$ cat config.mk
export PLATFORM = sky130hd
export DESIGN_NAME = audio_tx_ctrl
export DESIGN_NICKNAME = d
export VERILOG_FILES = /design/src/rtl/audio_tx_pkg.sv /design/src/rtl/audio_tx_fifo.sv /design/src/rtl/audio_tx_serializer.sv /design/src/rtl/audio_tx_flags.sv /design/src/rtl/audio_tx_ctrl.sv
export SDC_FILE = /design/constraint.sdc
export NUM_CORES = 1
export LEC_CHECK = 0
export BUFFER_PORTS_ARGS = -buffer_cell sky130_fd_sc_hd__buf_2
export CAP_MARGIN = 10
export CORE_MARGIN = 2
export CORE_UTILIZATION = 40
export CTS_BUF_LIST = sky130_fd_sc_hd__clkbuf_8 sky130_fd_sc_hd__clkbuf_16
export CTS_CLUSTER_DIAMETER = 80
export DETAILED_ROUTE_END_ITERATION = 6
export HOLD_SLACK_MARGIN = 0.08
export PLACE_DENSITY_LB_ADDON = 0.1
export SLEW_MARGIN = 10
export SYNTH_ARGS = -nofsm -noshare
export SYNTH_HDL_FRONTEND = slang
export SYNTH_HIERARCHICAL = 1
export SYNTH_SLANG_ARGS = --single-unit
$ cat constraint.sdc
create_clock -name clk_i -period 3.86 [get_ports clk_i]
set_input_delay 0.772 -clock clk_i [delete_from_list [all_inputs] [get_ports clk_i]]
set_output_delay 0.772 -clock clk_i [all_outputs]
set_load 0.02 [all_outputs]
$ cat src/rtl/audio_tx_pkg.sv
package audio_tx_pkg;
  localparam int unsigned FLAG_W   = 3;
  localparam int unsigned FLG_HALF = 0;
  localparam int unsigned FLG_UNDR = 1;
  localparam int unsigned FLG_OVRN = 2;
  typedef logic [FLAG_W-1:0] flags_t;
endpackage

$ cat src/rtl/audio_tx_fifo.sv
module audio_tx_fifo #(
  parameter int unsigned W     = 32,
  parameter int unsigned DEPTH = 8,
  localparam int unsigned AW   = $clog2(DEPTH),
  localparam int unsigned FW   = $clog2(DEPTH + 1),
  localparam int unsigned HALF = DEPTH / 2,
  localparam int unsigned HW   = $clog2(HALF)
) (
  input  logic          clk_i,
  input  logic          rst_ni,
  input  logic          push_i,
  input  logic [W-1:0]  data_i,
  input  logic          pop_i,
  output logic [W-1:0]  data_o,
  output logic [FW-1:0] fill_o,
  output logic          drop_o,
  output logic          half_drained_o
);
  logic [W-1:0]  mem [DEPTH];
  logic [AW-1:0] wr_ptr, rd_ptr;
  logic [FW-1:0] count;
  logic          accept, do_pop;

  assign accept = push_i && (count != FW'(DEPTH));
  assign drop_o = push_i && !accept;
  assign do_pop = pop_i && (count != '0);
  // a pop of the last slot of either half drains that half
  assign half_drained_o = do_pop && (rd_ptr[HW-1:0] == HW'(HALF - 1));
  assign data_o = mem[rd_ptr];
  assign fill_o = count;

  always_ff @(posedge clk_i) begin
    if (accept) mem[wr_ptr] <= data_i;
  end

  always_ff @(posedge clk_i or negedge rst_ni) begin
    if (!rst_ni) begin
      wr_ptr <= '0;
      rd_ptr <= '0;
      count  <= '0;
    end else begin
      if (accept) wr_ptr <= wr_ptr + AW'(1);
      if (do_pop) rd_ptr <= rd_ptr + AW'(1);
      unique case ({accept, do_pop})
        2'b10:   count <= count + FW'(1);
        2'b01:   count <= count - FW'(1);
        default: count <= count;
      endcase
    end
  end
endmodule

$ cat src/rtl/audio_tx_serializer.sv
module audio_tx_serializer #(
  parameter int unsigned W = 32
) (
  input  logic         clk_i,
  input  logic         rst_ni,
  input  logic         fifo_avail_i,
  input  logic [W-1:0] fifo_data_i,
  input  logic         frame_start_i,
  input  logic         bit_tick_i,
  output logic         pop_o,
  output logic         buf_valid_o,
  output logic         underrun_o,
  output logic         sdo_o
);
  logic [W-1:0] hold_q, shift_q;
  logic         hold_vld;

  assign pop_o       = !hold_vld && fifo_avail_i;
  assign underrun_o  = frame_start_i && !hold_vld;
  assign buf_valid_o = hold_vld;
  assign sdo_o       = shift_q[W-1];

  always_ff @(posedge clk_i or negedge rst_ni) begin
    if (!rst_ni) begin
      hold_q   <= '0;
      hold_vld <= 1'b0;
      shift_q  <= '0;
    end else begin
      if (frame_start_i) begin
        shift_q  <= hold_vld ? hold_q : '0;
        hold_vld <= 1'b0;
      end else if (bit_tick_i) begin
        shift_q  <= {shift_q[W-2:0], 1'b0};
      end
      if (pop_o) begin
        hold_q   <= fifo_data_i;
        hold_vld <= 1'b1;
      end
    end
  end
endmodule

$ cat src/rtl/audio_tx_flags.sv
module audio_tx_flags
  import audio_tx_pkg::*;
#(
  parameter int unsigned FW      = 4,
  parameter int unsigned LO_MARK = 2,
  parameter int unsigned HI_MARK = 7
) (
  input  logic          clk_i,
  input  logic          rst_ni,
  input  flags_t        set_i,
  input  flags_t        clr_i,
  input  flags_t        irq_en_i,
  input  logic          dma_mode_i,
  input  logic [FW-1:0] fill_i,
  output flags_t        status_o,
  output logic          irq_o,
  output logic          dma_req_no
);
  flags_t flags_q;
  logic   req_q;

  assign status_o   = flags_q;
  assign irq_o      = !dma_mode_i && |(flags_q & irq_en_i);
  assign dma_req_no = !req_q;

  always_ff @(posedge clk_i or negedge rst_ni) begin
    if (!rst_ni) begin
      flags_q <= '0;
      req_q   <= 1'b0;
    end else begin
      flags_q <= (flags_q & ~clr_i) | set_i;  // set wins over clear
      if (!dma_mode_i)                   req_q <= 1'b0;
      else if (fill_i <= FW'(LO_MARK))   req_q <= 1'b1;
      else if (fill_i >= FW'(HI_MARK))   req_q <= 1'b0;
    end
  end
endmodule

$ cat src/rtl/audio_tx_ctrl.sv
module audio_tx_ctrl
  import audio_tx_pkg::*;
#(
  parameter int unsigned W       = 32,
  parameter int unsigned DEPTH   = 8,
  parameter int unsigned LO_MARK = 2,
  parameter int unsigned HI_MARK = 7,
  localparam int unsigned FILL_W = $clog2(DEPTH + 1)
) (
  input  logic              clk_i,
  input  logic              rst_ni,
  input  logic              dma_mode_i,
  input  logic [FLAG_W-1:0] irq_en_i,
  input  logic              wr_en_i,
  input  logic [W-1:0]      wr_data_i,
  input  logic              frame_start_i,
  input  logic              bit_tick_i,
  input  logic [FLAG_W-1:0] status_clr_i,
  output logic              sdo_o,
  output logic [FLAG_W-1:0] status_o,
  output logic              irq_o,
  output logic              dma_req_no
);
  logic [W-1:0]      fifo_data;
  logic [FILL_W-1:0] fill;
  logic              pop, drop, half_drained, underrun, buf_valid;
  flags_t            set_vec;

  audio_tx_fifo #(.W(W), .DEPTH(DEPTH)) u_fifo (
    .clk_i, .rst_ni,
    .push_i        (wr_en_i),
    .data_i        (wr_data_i),
    .pop_i         (pop),
    .data_o        (fifo_data),
    .fill_o        (fill),
    .drop_o        (drop),
    .half_drained_o(half_drained)
  );

  audio_tx_serializer #(.W(W)) u_ser (
    .clk_i, .rst_ni,
    .fifo_avail_i (fill != '0),
    .fifo_data_i  (fifo_data),
    .frame_start_i,
    .bit_tick_i,
    .pop_o        (pop),
    .buf_valid_o  (buf_valid),
    .underrun_o   (underrun),
    .sdo_o
  );

  always_comb begin
    set_vec           = '0;
    set_vec[FLG_HALF] = half_drained;
    set_vec[FLG_UNDR] = underrun;
    set_vec[FLG_OVRN] = drop;
  end

  audio_tx_flags #(.FW(FILL_W), .LO_MARK(LO_MARK), .HI_MARK(HI_MARK)) u_flags (
    .clk_i, .rst_ni,
    .set_i     (set_vec),
    .clr_i     (status_clr_i),
    .irq_en_i,
    .dma_mode_i,
    .fill_i    (fill),
    .status_o,
    .irq_o,
    .dma_req_no
  );
endmodule

* After elaboration in Yosys (flattened, before gate mapping)
Memories as Yosys holds them, arrays and structs flattened. A register that Yosys moved wholly into a read port is not among the register bits. Cells that the tools add are included.
Operators by class: multiply operators 0, reduce and logical (&&, ||, !) cells 17, divide/modulo/power cells 0, multiplexer cells 11, bitwise operators 4, equal/unequal tests 5, $add $sub $neg 4, order comparisons 2, shifts and indexed selects 0
Operators with widths (number):
- $mux 32 | 3
- $pmux 4 s2 | 1
- $logic_and 1x1->1 | 7
- $mux 1 | 7
- $add 3x1->3 const B | 2
- $and 3x3->3 | 2
- $reduce_bool 2->1 | 3
- $logic_not 1->1 | 5
- $add 4x1->4 const B | 1
- $eq 2x2->1 const B | 2
- $ge 4x3->1 const B | 1
- $le 4x2->1 const B | 1
- $ne 4x4->1 const B | 1
- $reduce_bool 4->1 | 1
- $sub 4x1->4 const B | 1
- $ne 3x1->1 const B | 1
- $not 3->3 | 1
- $or 3x3->3 | 1
- $reduce_or 3->1 | 1
- $eq 2x1->1 const B | 1
Word-level totals: word-level logic and storage cells 51, latch bits 0, output and inout port bits 6, bits of input ports 44, ROM bits 0, memories kept 1, register bits 47, memory bits (writable) 256
Memory list:
- u_fifo.mem | words 8, bits a word 32, rd ports 1, clocked after memory_dff 1, write ports 1, line audio_tx_fifo.sv:19 | logic [W-1:0] mem [DEPTH];

* Depth between registers and ports, before layout
Gate-level depths: netlist (run 1).
depth after elaboration 5, mapped depth 12

* Hierarchy
The synthesis (run 1) kept the hierarchy.
By module, submodules not included:
- audio_tx_fifo | area each 10311.1 sq um, cells each 430, times used 1, sequential area each 7937.6 sq um
- audio_tx_serializer | area each 2849.0 sq um, cells each 183, times used 1, sequential area each 1626.6 sq um
- audio_tx_flags | area each 187.7 sq um, cells each 18, times used 1, sequential area each 100.1 sq um
- audio_tx_ctrl | area each 7.5 sq um, cells each 1, times used 1, sequential area each 0.0 sq um

* Least setup slack after synthesis (run 1)
No wires, ideal clock.
path kind input -> register, from input port wr_en_i, to memory u_fifo.mem[0][0], enable pin, setup slack -29 ps, stages 3, data arrival time 3428 ps, path buffers 0, required time 3399 ps, cell sequence a21boi_1 -> nand2b_1 -> nor3_1
On the way: longest elaborated chain between the ends 3
RTL lines:
- start, declared | line audio_tx_ctrl.sv:14 | input logic wr_en_i,
- $logic_and 1x1->1 | line audio_tx_fifo.sv:24 | assign accept = push_i && (count != FW'(DEPTH));
- $mux 1 | line audio_tx_fifo.sv:33 | if (accept) mem[wr_ptr] <= data_i;
- $mux 1 (implied by the code) | line audio_tx_fifo.sv:33
- end, declared | line audio_tx_fifo.sv:19
No other way between the ends.

* Final worst setup path (run 1)
from register u_fifo.count[1], in the netlist u_fifo/fill_o[1], to register u_fifo.count[2], in the netlist u_fifo/fill_o[2]
On the way: longest elaborated chain between the ends 5, elaborated cells on any way between the ends 11, those cells by class add/sub (2); eq/ne (3); mux (1); reduce/logical (5)
RTL lines:
- start, declared | line audio_tx_fifo.sv:21 | logic [FW-1:0] count;
- start signal, assigned | line audio_tx_fifo.sv:45 | 2'b10: count <= count + FW'(1);
- start signal, assigned | line audio_tx_fifo.sv:46 | 2'b01: count <= count - FW'(1);
- start signal, assigned | line audio_tx_fifo.sv:47 | default: count <= count;
- $reduce_bool 4->1 (*) | line audio_tx_ctrl.sv:42 | .fifo_avail_i (fill != '0),
- $logic_and 1x1->1 (*) | line audio_tx_serializer.sv:18 | assign pop_o = !hold_vld && fifo_avail_i;
- via pop | line audio_tx_ctrl.sv:26 | logic pop, drop, half_drained, underrun, buf_valid;
- $logic_and 1x1->1 (*) | line audio_tx_fifo.sv:26 | assign do_pop = pop_i && (count != '0);
- via u_fifo.do_pop | line audio_tx_fifo.sv:22 | logic accept, do_pop;
- $eq 2x1->1 or $eq 2x2->1 (tied branches) | line audio_tx_fifo.sv:44 | unique case ({accept, do_pop})
- $pmux 4 s2 or $reduce_bool 2->1 (tied branches)
Mark *: on every way through the listed nets, which the timed path passes. The rest lies on a longest branch. A chain may end at the register's enable or synchronous reset.

==> summary.txt, run 1 <==
Status
  • Status: completed

Timing
  • Hold Fails Final Rpt: 0
  • Period utilization: 69.03%
  • Skew final: 10.48 ps
  • Final setup vio count: 0
  • Max-slew violation count: 0
  • Tmin final: 2665 ps
  • Setup ws final: 1195 ps
  • RSZ-0062 raised after global routing: false
  • Pin slew with the least headroom to its limit: 996.1 ps
  • Setup TNS: 0 ps
  • Max_slew headroom: 33.59%
  • Hold Worst Slack: 328.5 ps
  • Fmax: 0.3753 GHz

Floorplan
  • IO Count: 50
  • Starting density of the core: 40.84%
  • FP Rows: 66
  • Area of the core: 32700 sq um
  • Die height: 186.7 microns
  • Die W: 186.7 microns
  • Die Footprint: 34870 sq um

Setup path
  • Most used cell, CP: xor2_1
  • Worst setup SP type: flop
  • Slowest library cell on the worst path: or4_1
  • Worst setup EP type: flop
  • CP required: 4240 ps
  • Max incr delay on CP: 540 ps
  • Max FO, Critical Path: 9
  • WS Path Type: flop to flop
  • Crit path cell chain: or4_1 > nor2b_4 > a21boi_1 > ha_1 > xor2_1 > ha_1 > a21oi_1 > xor2_1 > nor2_1 > xor2_1
  • Worst EP arrival: 3040 ps
  • CP delay by family, top: simple AND/OR/NAND/NOR gates
  • WP buf/inv: 0

Synthesis
  • Ys flop type: edfxtp_1
  • Mux cell area share after synthesis: 20.17%
  • Largest family of logic cells by synthesized area: multiplexers
  • Synth Area in XOR/XNOR: 0.5246%
  • EDFF count, synth: 256
  • Synth Area in Adders: 0.4684%
  • Yosys warnings: 6
  • Post-synthesis register bit count: 335
  • Synthesized area: 13360 sq um
  • Register area share after synthesis: 72.36%
  • Synth Area in Compound Gates: 2.811%
  • Simple-gate share of the synthesized area: 1.349%
  • Synth Instances: 632
  • Syn avg cell area: 21.13 sq um
  • Syn_nets: 681
  • Fraction of registers with async set/reset: 23.58%
  • Distinct cell type count after synthesis: 39

Clock tree
  • CTS H-tree lvls: 2
  • Hold Buf Count CTS: 0
  • CTS Buf Count: 38
  • Clock sink count: 335
  • Root Buffer: clkbuf_16
  • Worst-Skew Late Latency: 510 ps
  • Clk pin slew, worst setup/hold paths: 60 ps
  • CTS tree: yes
  • Cts repair resizes: 0
  • Setup bufs post-CTS: 0
  • Clk buf depth: 3

Power and ir drop
  • Power per cell area: 781.2 nW/um^2
  • LEAKAGE: 0.005602 uW
  • Overall Power: 12000 uW
  • Peak VDD IR: 352.8 uV

Global route
  • Largest net degree at the start of global routing: 61
  • Initial antenna violation count: 2
  • Vias in the first global route: 6650
  • Overflow after GRT: 0
  • Global-route usage over all layers: 14.90%
  • First-pass GRT wire length: 39.21 mm

Finish
  • Final #Nets: 753
  • Ant. Diodes: 0
  • Most common cell after layout, fill and taps aside: edfxtp_1
  • Layout cells sized above 1: 31.65%
  • Area grow syn2layout: 15.04%
  • Commonest cells after routing, fill and taps aside: edfxtp_1 (256), dfrtp_1 (77), buf_2 (48), clkbuf_16 (39), mux4_2 (39)

Placement
  • Post-Place Worst Slack: 1167 ps
  • GP Congestion: 0.7212
  • I/O Buffers: 49
  • DP Wirelength: 13.62 mm

Route
  • Remaining routing DRC violations: 0
  • Drt first pass iters: 4
  • Wire per inst: 21.63 microns
  • Vias per cell: 5.173
  • Drt initial violations: 268
  • Antenna viol nets, final: 0
  • DRT Wirelength: 25.41 mm
  • Routed via count: 6078

Worst hold path
  • HP Class: input port to asynchronous set/reset pin

Job
  • Max Cap Violations: 0
## state kept, by name, summed over array words and instances, names as in the netlist
register and cells:
u_flags/status_o 3, u_ser/hold_q 32, u_fifo/rd_ptr 3, u_fifo/wr_ptr 3, u_ser/buf_valid_o 1, u_fifo/fill_o 4, u_fifo/mem 256, u_ser/shift_q 32
u_flags/req_q 1
## routing by layer
layer	global-route usage, %	up-vias	part of all wire [%]
met1	19.80	3186	44
met2	25.09	120	49
li1	-	2730	-
met3	2.990	38	4.6
met5	0	-	0.11
met4	4.060	4	1.8
## path summary, 6_finish.rpt
check                                              from                      endpoint  slack [ps]  cells after the start
hold / removal                                   rst_ni  u_fifo/wr_ptr[2]$_DFFE_PN0P_         330                      1
min in group clk_i          u_ser/hold_q[9]$_DFFE_PN0P_  u_ser/shift_q[9]$_DFFE_PN0P_         480                      1
hold reg to reg             u_ser/hold_q[9]$_DFFE_PN0P_  u_ser/shift_q[9]$_DFFE_PN0P_         480                      1
setup reg to reg           u_fifo/fill_o[1]$_DFFE_PN0P_  u_fifo/fill_o[2]$_DFFE_PN0P_        1200                     10
setup / recovery           u_fifo/fill_o[1]$_DFFE_PN0P_  u_fifo/fill_o[2]$_DFFE_PN0P_        1200                     10
max in group asynchronous                        rst_ni     u_flags/req_q$_DFFE_PN0P_        2690                      2
## report_power, final
part / switching (uW) / total (uW) / leakage, uW / internal (uW)
Clock: 1330 / 3500 / 0.000661 / 2170
Sequential: 581 / 5310 / 0.00329 / 4730
Combinational: 1390 / 3190 / 0.00165 / 1800
## metrics by stage
| stage | area [sq um] | cells | utilization, % |
|---|---|---|---|
| after floorplan | 13370 | 632 | - |
| after CTS | 15360 | 1175 | 46.98 |
| after global placement | 14120 | 1106 | 43.17 |
| after global routing | 15360 | 1175 | 46.98 |
| after detailed placement | 14120 | 1106 | 43.17 |
| final | 15360 | 1175 | 46.98 |
## cells in the mapped netlist, types with 8 or more instances
library cell	instances	share of area [%]
edfxtp_1	256	58
dfrtp_1	79	15
mux4_2	39	6.6
mux2_2	38	3.2
mux2i_1	31	2.3
o2bb2ai_1	29	1.9
mux2_4	28	3.1
mux4_1	25	4.9
buf_2	11	0.41
nor2_1	10	0.28
inv_1	9	0.25
clkbuf_1	8	0.22
nand2_1	8	0.22
## final cells by class
class | instances | area, sq um
timing repair buffer | 65 | 405.4
tap | 442 | 553.0
multi-input combinational | 255 | 3457
fill | 2804 | 17340
inverter | 9 | 33.78
clock inverter | 26 | 214.0
sequential | 335 | 9669
clock buffer | 43 | 1031
## cell families (layout without fill, tap and decap cells)
family,after synthesis,count (layout)
compound gates,45,45
xor+xnor,8,8
fa+ha+maj,5,5
buf+inv,42,143
flops,335,335
mux,161,161
simple gates,36,36
No activity file was read; power rests on OpenSTA's default activity.
==> run 2: changes to the inputs <==
- ABC_AREA: default -> 1
- clock period: 3.86 -> 2.69 ns (I/O delays scaled with it)
==> summary.txt, run 2 <==
Power and ir drop
  • Power per cell area: 1128 nW/um^2 (was 781.2 nW/um^2)
  • Peak VDD IR: 551.3 uV (was 352.8 uV)
  • LEAKAGE: 0.006325 uW (was 0.005602 uW)

Placement
  • I/O Buffers: 49 (unchanged)
  • GP Congestion: 0.7259 (was 0.7212)
  • DP Wirelength: 17.73 mm (was 13.62 mm)
  • Post-Place Worst Slack: 410.9 ps (was 1167 ps)
  • Placed Cells: 1745 (was 1106)

Finish
  • Top reg by flops: u_fifo/mem (unchanged)
  • Layout cells sized above 1: 11.40% (was 31.65%)
  • Final #Nets: 1380 (was 753)
  • Most common cell after layout, fill and taps aside: nand2_1 (was edfxtp_1)
  • Top Registers: u_fifo/mem (256), u_ser/hold_q (32), u_ser/shift_q (32) (unchanged)
  • Area grow syn2layout: 14.22% (was 15.04%)
  • Final-layout fill cell count: 3199 (was 2804)
  • Non-filler cells, final: 1816 (was 1175)
  • Layout Utilization: 46.14% (was 46.98%)
  • Max reg flops: 256 (unchanged)
  • Commonest cells after routing, fill and taps aside: nand2_1 (382), edfxtp_1 (256), nor2_1 (204), o21ai_0 (133), dfrtp_1 (77) (was edfxtp_1 (256), dfrtp_1 (77), buf_2 (48), clkbuf_16 (39), mux4_2 (39))

Global route
  • Global-route usage over all layers: 18.03% (was 14.90%)
  • Initial antenna violation count: 2 (unchanged)
  • Largest net degree at the start of global routing: 130 (was 61)
  • Vias in the first global route: 8946 (was 6650)
  • Overflow after GRT: 0 (unchanged)
  • First-pass GRT wire length: 50.45 mm (was 39.21 mm)

Setup path
  • R2R setup slack: 440 ps (was 1200 ps)
  • Worst setup EP type: flop (unchanged)
  • Max FO, Critical Path: 16 (was 9)
  • CP required: 2910 ps (was 4240 ps)
  • Worst setup SP type: flop (unchanged)
  • Worst EP arrival: 2480 ps (was 3040 ps)
  • WS Path Type: flop to flop (unchanged)

Synthesis
  • Most numerous cell in the Yosys netlist: nand2_1 (was edfxtp_1)
  • Syn avg cell area: 10.83 sq um (was 21.13 sq um)
  • EDFF count, synth: 256 (unchanged)
  • Synth Instances: 1279 (was 632)
  • Dominant cells by area after synthesis: edfxtp_1 (55%), dfrtp_1 (14%), nand2_1 (10%) (was edfxtp_1 (58%), dfrtp_1 (15%), mux4_2 (6.6%))
  • Fraction of registers with async set/reset: 23.58% (unchanged)
  • Register area share after synthesis: 69.77% (was 72.36%)
  • Ys flop type: edfxtp_1 (unchanged)
  • Yosys warnings: 6 (unchanged)
  • Post-synthesis register bit count: 335 (unchanged)
  • Cell taking the most area after synthesis: edfxtp_1 (unchanged)
  • Area fraction of the dominant cell type after synthesis: 55.50% (was 57.56%)
  • Syn_nets: 1328 (was 681)
  • Synthesized area: 13850 sq um (was 13360 sq um)
  • Synth top cells by count: nand2_1 (382), edfxtp_1 (256), nor2_1 (212) (was edfxtp_1 (256), dfrtp_1 (79), mux4_2 (39))
  • Distinct cell type count after synthesis: 29 (was 39)

Floorplan
  • IO Count: 50 (unchanged)
  • Starting density of the core: 40.40% (was 40.84%)
  • Area of the core: 34290 sq um (was 32700 sq um)
  • FP Rows: 68 (was 66)
  • Die Footprint: 36130 sq um (was 34870 sq um)
  • Die height: 190.1 microns (was 186.7 microns)
  • Die W: 190.1 microns (was 186.7 microns)

Route
  • Drt initial violations: 592 (was 268)
  • DRT Wirelength: 31.06 mm (was 25.41 mm)
  • Wire per inst: 17.10 microns (was 21.63 microns)
  • Remaining routing DRC violations: 0 (unchanged)
  • Routed via count: 8872 (was 6078)
  • Drt first pass iters: 5 (was 4)
  • Vias per cell: 4.885 (was 5.173)
  • Antenna viol nets, final: 0 (unchanged)

Timing
  • Tmin final: 2253 ps (was 2665 ps)
  • Skew final: 14.98 ps (was 10.48 ps)
  • Pin slew with the least headroom to its limit: 661.3 ps (was 996.1 ps)
  • Final setup vio count: 0 (unchanged)
  • RSZ-0062 raised after global routing: false (unchanged)
  • Period utilization: 83.74% (was 69.03%)
  • Setup ws final: 437.4 ps (was 1195 ps)
  • Setup TNS: 0 ps (unchanged)
  • Max-slew violation count: 0 (unchanged)
  • Fmax: 0.4439 GHz (was 0.3753 GHz)
  • Hold Fails Final Rpt: 0 (unchanged)
  • Max_slew headroom: 55.91% (was 33.59%)

Status
  • Status: completed (unchanged)

Job
  • Max Cap Violations: 0 (unchanged)

Clock tree
  • Clk pin slew, worst setup/hold paths: 60 ps (about the same)
  • Cts repair resizes: 0 (unchanged)
  • Clock sink count: 335 (unchanged)
  • Worst-Skew Late Latency: 530 ps (was 510 ps)
  • Clk buf depth: 3 (unchanged)
  • CTS tree: yes (unchanged)
  • CTS Buf Count: 38 (unchanged)
  • CTS H-tree lvls: 2 (unchanged)
  • Root Buffer: clkbuf_16 (unchanged)

Worst hold path
  • HP Class: input port to flop (was input port to asynchronous set/reset pin)
==> run 2: cell count changes after synthesis, sizes merged, moves of 11 or more <==
cell / change
nor2: +205
mux2: -66
mux2i: -31
mux4: -64
nand3: +35
o2bb2ai: -29
o21ai: +193
inv: +14
nand2: +377
clkbuf: +11
buf: +28
==> run 2: final cells by class <==
| class | count | area [sq um] | area share, % |
|---|---|---|---|
| flip-flops and latches | 335 | 9672 | 61.13 |
| repair buffers | 84 | 625.6 | 3.954 |
| clock buffers | 38 | 950.9 | 6.010 |
| inverters | 23 | 90.09 | 0.5694 |
| diodes | 1 | 2.502 | 0.01582 |
| clock inverters | 31 | 251.5 | 1.590 |
| multi-input cells | 849 | 3660 | 23.13 |
| well taps | 455 | 569.3 | 3.598 |
==> run 2: report_power, final <==
group | leakage (uW) | internal, uW | switching (uW) | total [uW]
logic | 0.00238 | 1730 | 3890 | 5620
registers | 0.00332 | 6710 | 564 | 7280
clock network | 0.000619 | 2950 | 1990 | 4950
==> run 2: critical path, cell delays in order (launching register included) <==
cell and delay, ps:
dfrtp_1 490, inv_1 100, nand3_1 110, nand2_1 190, inv_1 160, nand2_1 240, nor2_4 420, buf_12 230
==> run 2: per-layer routing <==
metal / vias to the layer above / track usage, % / wire (microns)
met5: - / 0 / 13
met4: 2 / 4.621 / 601
met3: 51 / 2.804 / 1151
met2: 142 / 29.03 / 14150
met1: 4271 / 25.66 / 15140
li1: 4406 / - / -
==> run 2: cell families after synthesis <==
kind of cell               after synthesis  synth area share [%]
DFF                                    335                 69.77
xor gates and xnor gates                 5                0.3162
AOI/OAI and AO/OA                      200                 7.289
and+or+nand+nor                        639                 17.93
adders and majority gates                5                0.4516
buffers and inverters                   95                 4.245
==> run 2: timing repair <==
item                      CTS  global route
hold endpoints to repair   39             0
setup buffers               0             0
hold buffers                1             0
==> run 2: worst paths after layout <==
check                                                  start                             to  cells after the start
max in group asynchronous                             rst_ni   u_ser/shift_q[1]$_DFFE_PN0P_                      3
min in group asynchronous                             rst_ni      u_flags/req_q$_DFFE_PN0P_                      2
worst min register to register  u_ser/hold_q[18]$_DFFE_PN0P_   u_ser/hold_q[18]$_DFFE_PN0P_                      2
worst min-delay path                         status_clr_i[1]  u_flags/status_o[1]$_DFF_PN0_                      2
worst max register to register  u_fifo/fill_o[2]$_DFFE_PN0P_     u_fifo/mem[3][4]$_DFFE_PP_                      7
worst max-delay path            u_fifo/fill_o[2]$_DFFE_PN0P_     u_fifo/mem[3][4]$_DFFE_PP_                      7
==> run 2: stage by stage <==
stage               hold slack, ps  cell area [sq um]  total power (uW)
global placement             457.5              14610             13030
global route                 180.7              15820             19190
CTS                          169.2              15820             18060
detailed placement           465.1              14610             13060
floorplan                    242.4              13860             11300
finish                       183.5              15820             17840
